## src/rtl/i2c_reg_port.sv

```systemverilog
module i2c_reg_port #(
  parameter int         SYNC_STAGES = 2,
  parameter logic [5:0] DEV_HI      = 6'b001000,
  parameter int         IDX_W       = 4
) (
  input  logic                       clk,
  input  logic                       rst_n,
  input  logic                       scl_i,
  input  logic                       sda_i,
  input  logic                       addr_strap_i,
  output logic                       sda_oe_o,
  output logic [(8<<IDX_W)-1:0]      regs_o
);
  localparam int NREG = 1 << IDX_W;

  typedef enum logic [3:0] {
    S_IDLE = 4'd0, S_ADDR = 4'd1, S_AACK = 4'd2, S_PTR = 4'd3, S_PACK = 4'd4,
    S_WDAT = 4'd5, S_WACK = 4'd6, S_RDAT = 4'd7, S_RACK = 4'd8
  } state_t;

  logic [SYNC_STAGES:0] scl_p, sda_p;
  logic scl_s, scl_q, sda_s, sda_q;
  logic scl_rise, scl_fall, start_c, stop_c;

  state_t           st;
  logic [3:0]       bitcnt;
  logic [7:0]       sh, osh;
  logic [IDX_W-1:0] idx;
  logic             incr, rw, mnack;
  logic [7:0]       regs [NREG];

  always_ff @(posedge clk or negedge rst_n)
    if (!rst_n) begin
      scl_p <= '1;
      sda_p <= '1;
    end else begin
      scl_p <= {scl_p[SYNC_STAGES-1:0], scl_i};
      sda_p <= {sda_p[SYNC_STAGES-1:0], sda_i};
    end

  assign scl_s    = scl_p[SYNC_STAGES-1];
  assign scl_q    = scl_p[SYNC_STAGES];
  assign sda_s    = sda_p[SYNC_STAGES-1];
  assign sda_q    = sda_p[SYNC_STAGES];
  assign scl_rise = scl_s & ~scl_q;
  assign scl_fall = ~scl_s & scl_q;
  assign start_c  = scl_s & scl_q & sda_q & ~sda_s;
  assign stop_c   = scl_s & scl_q & ~sda_q & sda_s;

  always_ff @(posedge clk or negedge rst_n)
    if (!rst_n) begin
      st       <= S_IDLE;
      bitcnt   <= '0;
      sh       <= '0;
      osh      <= '0;
      idx      <= '0;
      incr     <= 1'b0;
      rw       <= 1'b0;
      mnack    <= 1'b1;
      sda_oe_o <= 1'b0;
      for (int k = 0; k < NREG; k++) regs[k] <= '0;
    end else if (start_c) begin
      st       <= S_ADDR;
      bitcnt   <= '0;
      sda_oe_o <= 1'b0;
    end else if (stop_c) begin
      st       <= S_IDLE;
      sda_oe_o <= 1'b0;
    end else begin
      if (scl_rise)
        case (st)
          S_ADDR, S_PTR, S_WDAT:
            if (bitcnt < 4'd8) begin
              sh     <= {sh[6:0], sda_s};
              bitcnt <= bitcnt + 4'd1;
            end
          S_RDAT: bitcnt <= bitcnt + 4'd1;
          S_RACK: mnack <= sda_s;
          default: ;
        endcase
      if (scl_fall)
        case (st)
          S_ADDR:
            if (bitcnt == 4'd8) begin
              if (sh[7:1] == {DEV_HI, addr_strap_i}) begin
                st       <= S_AACK;
                sda_oe_o <= 1'b1;
                rw       <= sh[0];
              end else
                st <= S_IDLE;
            end
          S_AACK: begin
            bitcnt <= '0;
            if (rw) begin
              st       <= S_RDAT;
              osh      <= regs[idx];
              sda_oe_o <= ~regs[idx][7];
            end else begin
              st       <= S_PTR;
              sda_oe_o <= 1'b0;
            end
          end
          S_PTR:
            if (bitcnt == 4'd8) begin
              incr     <= sh[7];
              idx      <= sh[IDX_W-1:0];
              st       <= S_PACK;
              sda_oe_o <= 1'b1;
            end
          S_PACK, S_WACK: begin
            st       <= S_WDAT;
            bitcnt   <= '0;
            sda_oe_o <= 1'b0;
          end
          S_WDAT:
            if (bitcnt == 4'd8) begin
              regs[idx] <= sh;
              if (incr) idx <= idx + 1'b1;
              st       <= S_WACK;
              sda_oe_o <= 1'b1;
            end
          S_RDAT:
            if (bitcnt == 4'd8) begin
              sda_oe_o <= 1'b0;
              st       <= S_RACK;
              if (incr) idx <= idx + 1'b1;
            end else begin
              osh      <= {osh[6:0], 1'b0};
              sda_oe_o <= ~osh[6];
            end
          S_RACK:
            if (mnack)
              st <= S_IDLE;
            else begin
              st       <= S_RDAT;
              bitcnt   <= '0;
              osh      <= regs[idx];
              sda_oe_o <= ~regs[idx][7];
            end
          default: ;
        endcase
    end

  for (genvar g = 0; g < NREG; g++) begin : g_out
    assign regs_o[g*8 +: 8] = regs[g];
  end
endmodule

```

## config.mk

```make
export PLATFORM = sky130hd
export DESIGN_NAME = i2c_reg_port
export DESIGN_NICKNAME = d
export VERILOG_FILES = /design/src/rtl/i2c_reg_port.sv
export SDC_FILE = /design/constraint.sdc
export NUM_CORES = 1
export LEC_CHECK = 0
export BUFFER_PORTS_ARGS = -buffer_cell sky130_fd_sc_hd__buf_2
export CAP_MARGIN = 15
export CELL_PAD_IN_SITES_DETAIL_PLACEMENT = 0
export CELL_PAD_IN_SITES_GLOBAL_PLACEMENT = 1
export CORE_UTILIZATION = 30
export CTS_CLUSTER_SIZE = 40
export DETAILED_ROUTE_END_ITERATION = 7
export GPL_TIMING_DRIVEN = 0
export PLACE_DENSITY = 0.54
export SLEW_MARGIN = 20
export SYNTH_ARGS = -nofsm -noshare
export SYNTH_HDL_FRONTEND = slang
export SYNTH_SLANG_ARGS = --single-unit
export TNS_END_PERCENT = 50
```

## constraint.sdc

```tcl
create_clock -name clk -period 2.75 [get_ports clk]
set_clock_uncertainty 0.15 [all_clocks]
set_input_delay 0.55 -clock clk [delete_from_list [all_inputs] [get_ports clk]]
set_output_delay 0.55 -clock clk [all_outputs]
set_load 0.1 [all_outputs]
```

==> impl_metrics.yaml, run 1 <==
run_status:
  status: "complete, no violations"
timing:
  rsz0062_at_grt: "true"
  slew_headroom: 0.384
  timing.fmax_mhz: 372
  hold_viol_final: 0
  slew_violations: 0
  finalCritPeriodShare: 0.977
  final-setup-viol-count: 0
  fin_crit_ns: 2.69
  timing.hold.ws_ns: 0.0717
  worst_pin_slew_ns: 0.924
grt:
  first_global_vias: 5838
  grt_pass1_wl_um: 38100
  grt_use_total: 0.196
  antenna_found_initial: 1
  grt_max_degree: 100
  overflow: 0
detailed_routing:
  wire_per_inst_um: 22.9
  drc: 0
  ant_nets: 0
  viasPerCell: 5.13
  first_pass_iters: 5
  drtIter0Drc: 326
  vias: 5630
  wirelength_um: 25100
placed_design:
  port_buffers: 133
  dp_hpwl_um: 18000
  dp_cells: 1057
  gp_congestion: 0.823
layout:
  final_layout_size_suffix_gt1_frac: 0.507
  area_growth_syn_to_layout_pct: 24.6
  final_cell_mix: "157 x dfrtp_1, 140 x mux2_2, 138 x buf_2, 27 x nor2_1, 26 x mux4_2"
  ff_latch_area_mm2: 0.00414
  fillers: 2534
  layout.nets: 761
  multi_input_area_mm2: 0.00368
  final_common_cell: "dfrtp_1"
  final_cells: 1098
worst_setup_path:
  critPathBufInv: 2
  end_kind: "flip-flop"
  path_cells: "clkbuf_2 > clkdlybuf4s15_2 > mux4_2 > a22oi_1 > nand3_1 > a22o_1"
  worstPathArrival_ns: 2.85
  required_ns: 2.92
  critPathKind: "flip-flop to flip-flop"
  cpLargestDelayFamily: "buffers and inverters"
  slowest_delay_ns: 0.55
  startpoint_type: "flip-flop"
  slowest_stage: "clkdlybuf4s15_2"
  cp_max_fo: 10
clock_network:
  cts_made_buffers: 17
  clockBufferDepth: 2
  clk_pin_slew_ns: 0.07
  cts-root-buf: "clkbuf_16"
  cts_tree: "yes"
  htreeDepth: 4
  insertion_delay_ns: 0.43
  clock-sinks: 165
yosys:
  synth_top_area_share: 0.500
  synth_edf_count: 0
  async_flop_share: 1.00
  synth_area_per_cell_um2: 13.4
  synth_area_leader_cell: "dfrtp_1"
  syn-cell-area_mm2: 0.00790
  syn_inst: 588
  yosys-top-cells-area: "dfrtp_1 50%, mux2_2 20%, mux4_2 7.4%"
  yosys_register_bits: 165
  yosys_warnings: 0
  synth_cell_types: 57
  synth-main-ff-cell: "dfrtp_1"
  synthesis.nets: 600
  synth_seq_area_share: 0.524
job:
  max-cap-violations: 0
floorplan:
  die_area_mm2: 0.0270
  num_io_pins: 134
  core_area_mm2: 0.0260
  dieWidth_um: 164
  initial_core_util: 0.304
  rows: 59
  die_h_um: 164
power:
  ir_drop_mv: 0.424
  p_leak_nw: 4.79
  p_per_area_mw_per_mm2: 609
min_path:
  hp-class: "primary input to flip-flop"
[synthesized netlist by cell type (all sizes together), types with 3 or more instances]
cell and n:
dfrtp 158, mux2 140, nor2 39, mux4 26, clkbuf 20, nand2 19
buf 18, nor3 18, a21oi 15, mux2i 15, nand3 14, o21ai 10
a22oi 8, nand2b 8, dfstp 7, ha 7, inv 7, a211oi 6
nand3b 6, a22o 5, nor2b 4, a21o 3, nand4 3
[per-stage QoR]
step / TNS [ns] / instance area [um2] / worst slack (ns) / total power, mW / utilization
5_1_grt: -0.0614 / 9840 / -0.0179 / 6.26 / 0.379
4_1_cts: -1.21 / 9730 / -0.0759 / 6.04 / 0.374
3_5_place_dp: -24.80 / 9020 / -0.453 / 3.65 / 0.347
3_3_place_gp: -270.12 / 8990 / -1.57 / 3.63 / 0.346
6_report: 0 / 9840 / 0.0639 / 6.00 / 0.379
2_1_floorplan: 0 / 7900 / 0.323 / 3.27 / -
[area by class of cell]
cell class | instances | area share
antenna | 1 | 0.000254
sequential | 165 | 0.420
clock inverter | 15 | 0.0161
buffer | 38 | 0.0193
inverter | 7 | 0.00267
timing repair buffer | 142 | 0.0816
tap | 335 | 0.0426
clock buffer | 17 | 0.0432
multi-input combinational | 378 | 0.374
[state kept, by name, indices dropped and copies added, names as in the netlist, 3 cells and up]
name and flops:
bitcnt 4, idx 4, osh 7, regs_o 128, scl_p 3, sda_p 3, sh 8, st 4
[per-layer routing]
metal / vias up / track usage / share of wire
li1: 2497 / - / -
met1: 2938 / 0.252 / 0.43
met2: 162 / 0.317 / 0.50
met3: 33 / 0.0508 / 0.054
met4: 0 / 0.0703 / 0.024
met5: - / 0 / 0
[power breakdown]
part	internal, mW	switching, mW	leakage, nW
clock network	1.21	1.16	0.283
registers	2.52	0.109	2.27
logic	0.294	0.707	2.24
[cell families (layout without fill, tap and decap cells)]
group | after synthesis | in the layout | synth area share
mux | 181 | 181 | 0.293
xor+xnor | 3 | 3 | 0.00333
other cells | 0 | 1 | 0
fa+ha+maj | 7 | 7 | 0.0111
simple gates | 122 | 122 | 0.0895
compound gates | 65 | 65 | 0.0564
flops | 165 | 165 | 0.524
buf+inv | 45 | 219 | 0.0236
[timing repair]
action / 4_1_cts / 5_1_grt
hold buffers: 1 / 0
endpoints found under the setup margin: 128 / 89
resized for setup: 18 / 14
endpoints found under the hold margin: 59 / 0
setup buffers: 3 / 4
pin swaps: 2 / 3
[worst paths after layout]
path                       cells past startpoint         end      from  slack, ns
setup reg to reg                               6      osh[6]    idx[1]       0.06
min in group asynchronous                      2  regs_o[42]     rst_n       0.53
setup / recovery                               6      osh[6]    idx[1]       0.06
max in group asynchronous                      3       st[3]     rst_n       0.95
hold / removal                                 1    scl_p[0]     scl_i       0.07
hold reg to reg                                0    sda_p[1]  sda_p[0]       0.21
(Power assumes the default switching activity.)
==> run 2, diff against run 1 <==
--- a/config.mk
+++ b/config.mk
@@ -5,6 +5,7 @@
 export SDC_FILE = /design/constraint.sdc
 export NUM_CORES = 1
 export LEC_CHECK = 0
+export ABC_AREA = 1
 export BUFFER_PORTS_ARGS = -buffer_cell sky130_fd_sc_hd__buf_2
 export CAP_MARGIN = 15
 export CELL_PAD_IN_SITES_DETAIL_PLACEMENT = 0
@@ -13,7 +14,7 @@
 export CTS_CLUSTER_SIZE = 40
 export DETAILED_ROUTE_END_ITERATION = 7
 export GPL_TIMING_DRIVEN = 0
-export PLACE_DENSITY = 0.54
+export PLACE_DENSITY = 0.59
 export SLEW_MARGIN = 20
 export SYNTH_ARGS = -nofsm -noshare
 export SYNTH_HDL_FRONTEND = slang
==> impl_metrics.yaml, run 2 <==
yosys:
  synth_common_cells: "312 x nand2_1, 158 x dfrtp_1, 122 x o21ai_1"
  syn_inst: 1015
  synth_top_family_by_area: "simple AND/OR/NAND/NOR gates"
  syn-cell-area_mm2: 0.00795
  synth_area_per_cell_um2: 7.83
  synthesis.nets: 1027
  synthMuxAreaShare: 0
  synth_edf_count: 0
  yosys_register_bits: 165
  synth_fa_ha_area_frac: 0.0110
  yosys-top-cells-area: "dfrtp_1 50%, nand2_1 15%, o21ai_1 7.7%"
  synth-xor-area-share: 0.00220
  synth_seq_area_share: 0.521
  async_flop_share: 1.00
  synth_most_common_cell: "nand2_1"
  synth_area_leader_cell: "dfrtp_1"
  synth-main-ff-cell: "dfrtp_1"
  yosys_warnings: 0
  synth_compound_area_frac: 0.145
  synth_cell_types: 34
  synth_top_area_share: 0.498
  synthSimpleGateAreaFrac: 0.262
grt:
  grt_busiest_layer: "met2"
  antenna_found_initial: 1
  use_met1: 0.327
  met2_usage: 0.380
  grt_use_total: 0.233
  first_global_vias: 7222
  grt_pass1_wl_um: 45700
  overflow: 0
  grt_max_degree: 69
  met3_usage: 0.0347
detailed_routing:
  viasPerCell: 4.93
  wire_per_inst_um: 20.0
  drtIter0Drc: 641
  wirelength_um: 30300
  drc: 0
  first_pass_iters: 5
  ant_nets: 0
  vias: 7470
timing:
  slew_headroom: 0.353
  worst_pin_slew_ns: 0.971
  rsz0062_at_grt: "false"
  hold_viol_final: 0
  fin_crit_ns: 2.56
  finalCritPeriodShare: 0.931
  final-setup-viol-count: 0
  timing.hold.ws_ns: 0.0598
  timing.fmax_mhz: 391
  slew_violations: 0
worst_setup_path:
  worstPathArrival_ns: 2.74
  reg2reg_to: "sda_oe_o"
  reg2reg_depth: 10
  cp-startpoint: "idx[0]"
  end_kind: "flip-flop"
  cp_max_fo: 20
  critPathKind: "flip-flop to flip-flop"
  r2r_slack_ns: 0.19
  required_ns: 2.93
  startpoint_type: "flip-flop"
  crit_end: "sda_oe_o"
  r2r_start: "idx[0]"
job:
  max-cap-violations: 0
clock_network:
  clockBufferDepth: 2
  clock-sinks: 165
  htreeDepth: 4
  clk_pin_slew_ns: 0.07
  cts_made_buffers: 17
  insertion_delay_ns: 0.45
  cts-root-buf: "clkbuf_16"
  cts_tree: "yes"
  cts_setup_buffers: 0
layout:
  layout.nets: 1180
  num_antenna_cells: 0
  largest_reg_flops: 128
  final_util: 0.373
  final_common_cell: "nand2_1"
  fillers: 2823
  final_cell_mix: "312 x nand2_1, 158 x dfrtp_1, 157 x buf_2, 122 x o21ai_1, 115 x nor2_1"
  area_growth_syn_to_layout_pct: 21.9
  final_cells: 1516
  fin_area_mm2: 0.00968
  final_layout_size_suffix_gt1_frac: 0.196
floorplan:
  core_area_mm2: 0.0260
  die_area_mm2: 0.0271
  die_h_um: 165
  initial_core_util: 0.306
  rows: 59
  num_io_pins: 134
  dieWidth_um: 165
placed_design:
  placed_area_mm2: 0.00909
  dp_hpwl_um: 21900
  gp_congestion: 0.844
  port_buffers: 133
  dp_cells: 1485
power:
  p_per_area_mw_per_mm2: 599
  ir_drop_mv: 0.259
  p_leak_nw: 4.84
min_path:
  hp-class: "primary input to flip-flop"
run_status:
  status: "complete, no violations"
==> run 2: layout make-up <==
cell class                 count  area [um2]  share of cell area
tap                          335         419              0.0433
clock buffer                  19         443              0.0457
inverter                      58         221              0.0229
sequential                   165        4140               0.427
buffer                        50         245              0.0253
multi-input combinational    740        3340               0.345
clock inverter                13         139              0.0143
timing repair buffer         136         741              0.0765
==> run 2: how the worst min path moves through the flow <==
| stage | start | to | slack [ns] | depth (start not counted) |
|---|---|---|---|---|
| 6_report | sda_i | sda_p[0] | 0.06 | 1 |
| 5_1_grt | sda_i | sda_p[0] | 0.05 | 1 |
| 4_1_cts | sda_i | sda_p[0] | 0.06 | 1 |
| 3_5_place_dp | sda_p[0] | sda_p[1] | 0.20 | 0 |
| 3_3_place_gp | scl_p[0] | scl_p[1] | 0.20 | 0 |
| 2_1_floorplan | rst_n | bitcnt[0] | 0.10 | 0 |
==> run 2: cells by family (layout without fill, tap and decap cells) <==
family | after synthesis | after routing
xor gates and xnor gates | 2 | 2
and+or+nand+nor | 505 | 505
DFF | 165 | 165
adders and majority gates | 7 | 7
AOI/OAI and AO/OA | 226 | 226
buffers and inverters | 110 | 276
==> run 2: repair_timing <==
item / 4_1_cts / 5_1_grt
hold buffers: 1 / 0
endpoints found under the setup margin: 95 / 5
gates resized for setup: 0 / 1
endpoints found under the hold margin: 25 / 0
==> run 2: power by group <==
group	internal [mW]	switching, mW	leakage [nW]
logic	0.169	0.587	2.29
clock network	1.31	1.16	0.277
registers	2.51	0.0668	2.27
total	3.98	1.82	4.84
==> run 2: metal layers <==
layer	part of all wire	up-vias	wire (um)
li1	-	3599	-
met2	0.47	197	14300
met3	0.047	28	1420
met1	0.47	3646	14100
met5	0	-	0
met4	0.013	0	383
==> run 2: worst max-delay path, cell delays in order, from the launching register on <==
cell and delay, ns:
dfrtp_1 0.45, inv_1 0.12, buf_2 0.43, buf_1 0.56, nand2_1 0.11, nand3_1 0.09, nand3_1 0.08, nand3_1 0.18
nor2_1 0.08, nor2_1 0.14, nor2_1 0.05
==> run 2: stage by stage <==
stage                     worst slack, ns  power (mW)  setup TNS, ns
after detailed placement           -0.147        3.39          -4.13
after global placement              -1.86        3.37        -300.77
after floorplan                     0.745        3.07              0
after CTS                          0.0834        5.84              0
after global routing               0.0380        6.04              0
final                               0.190        5.80              0
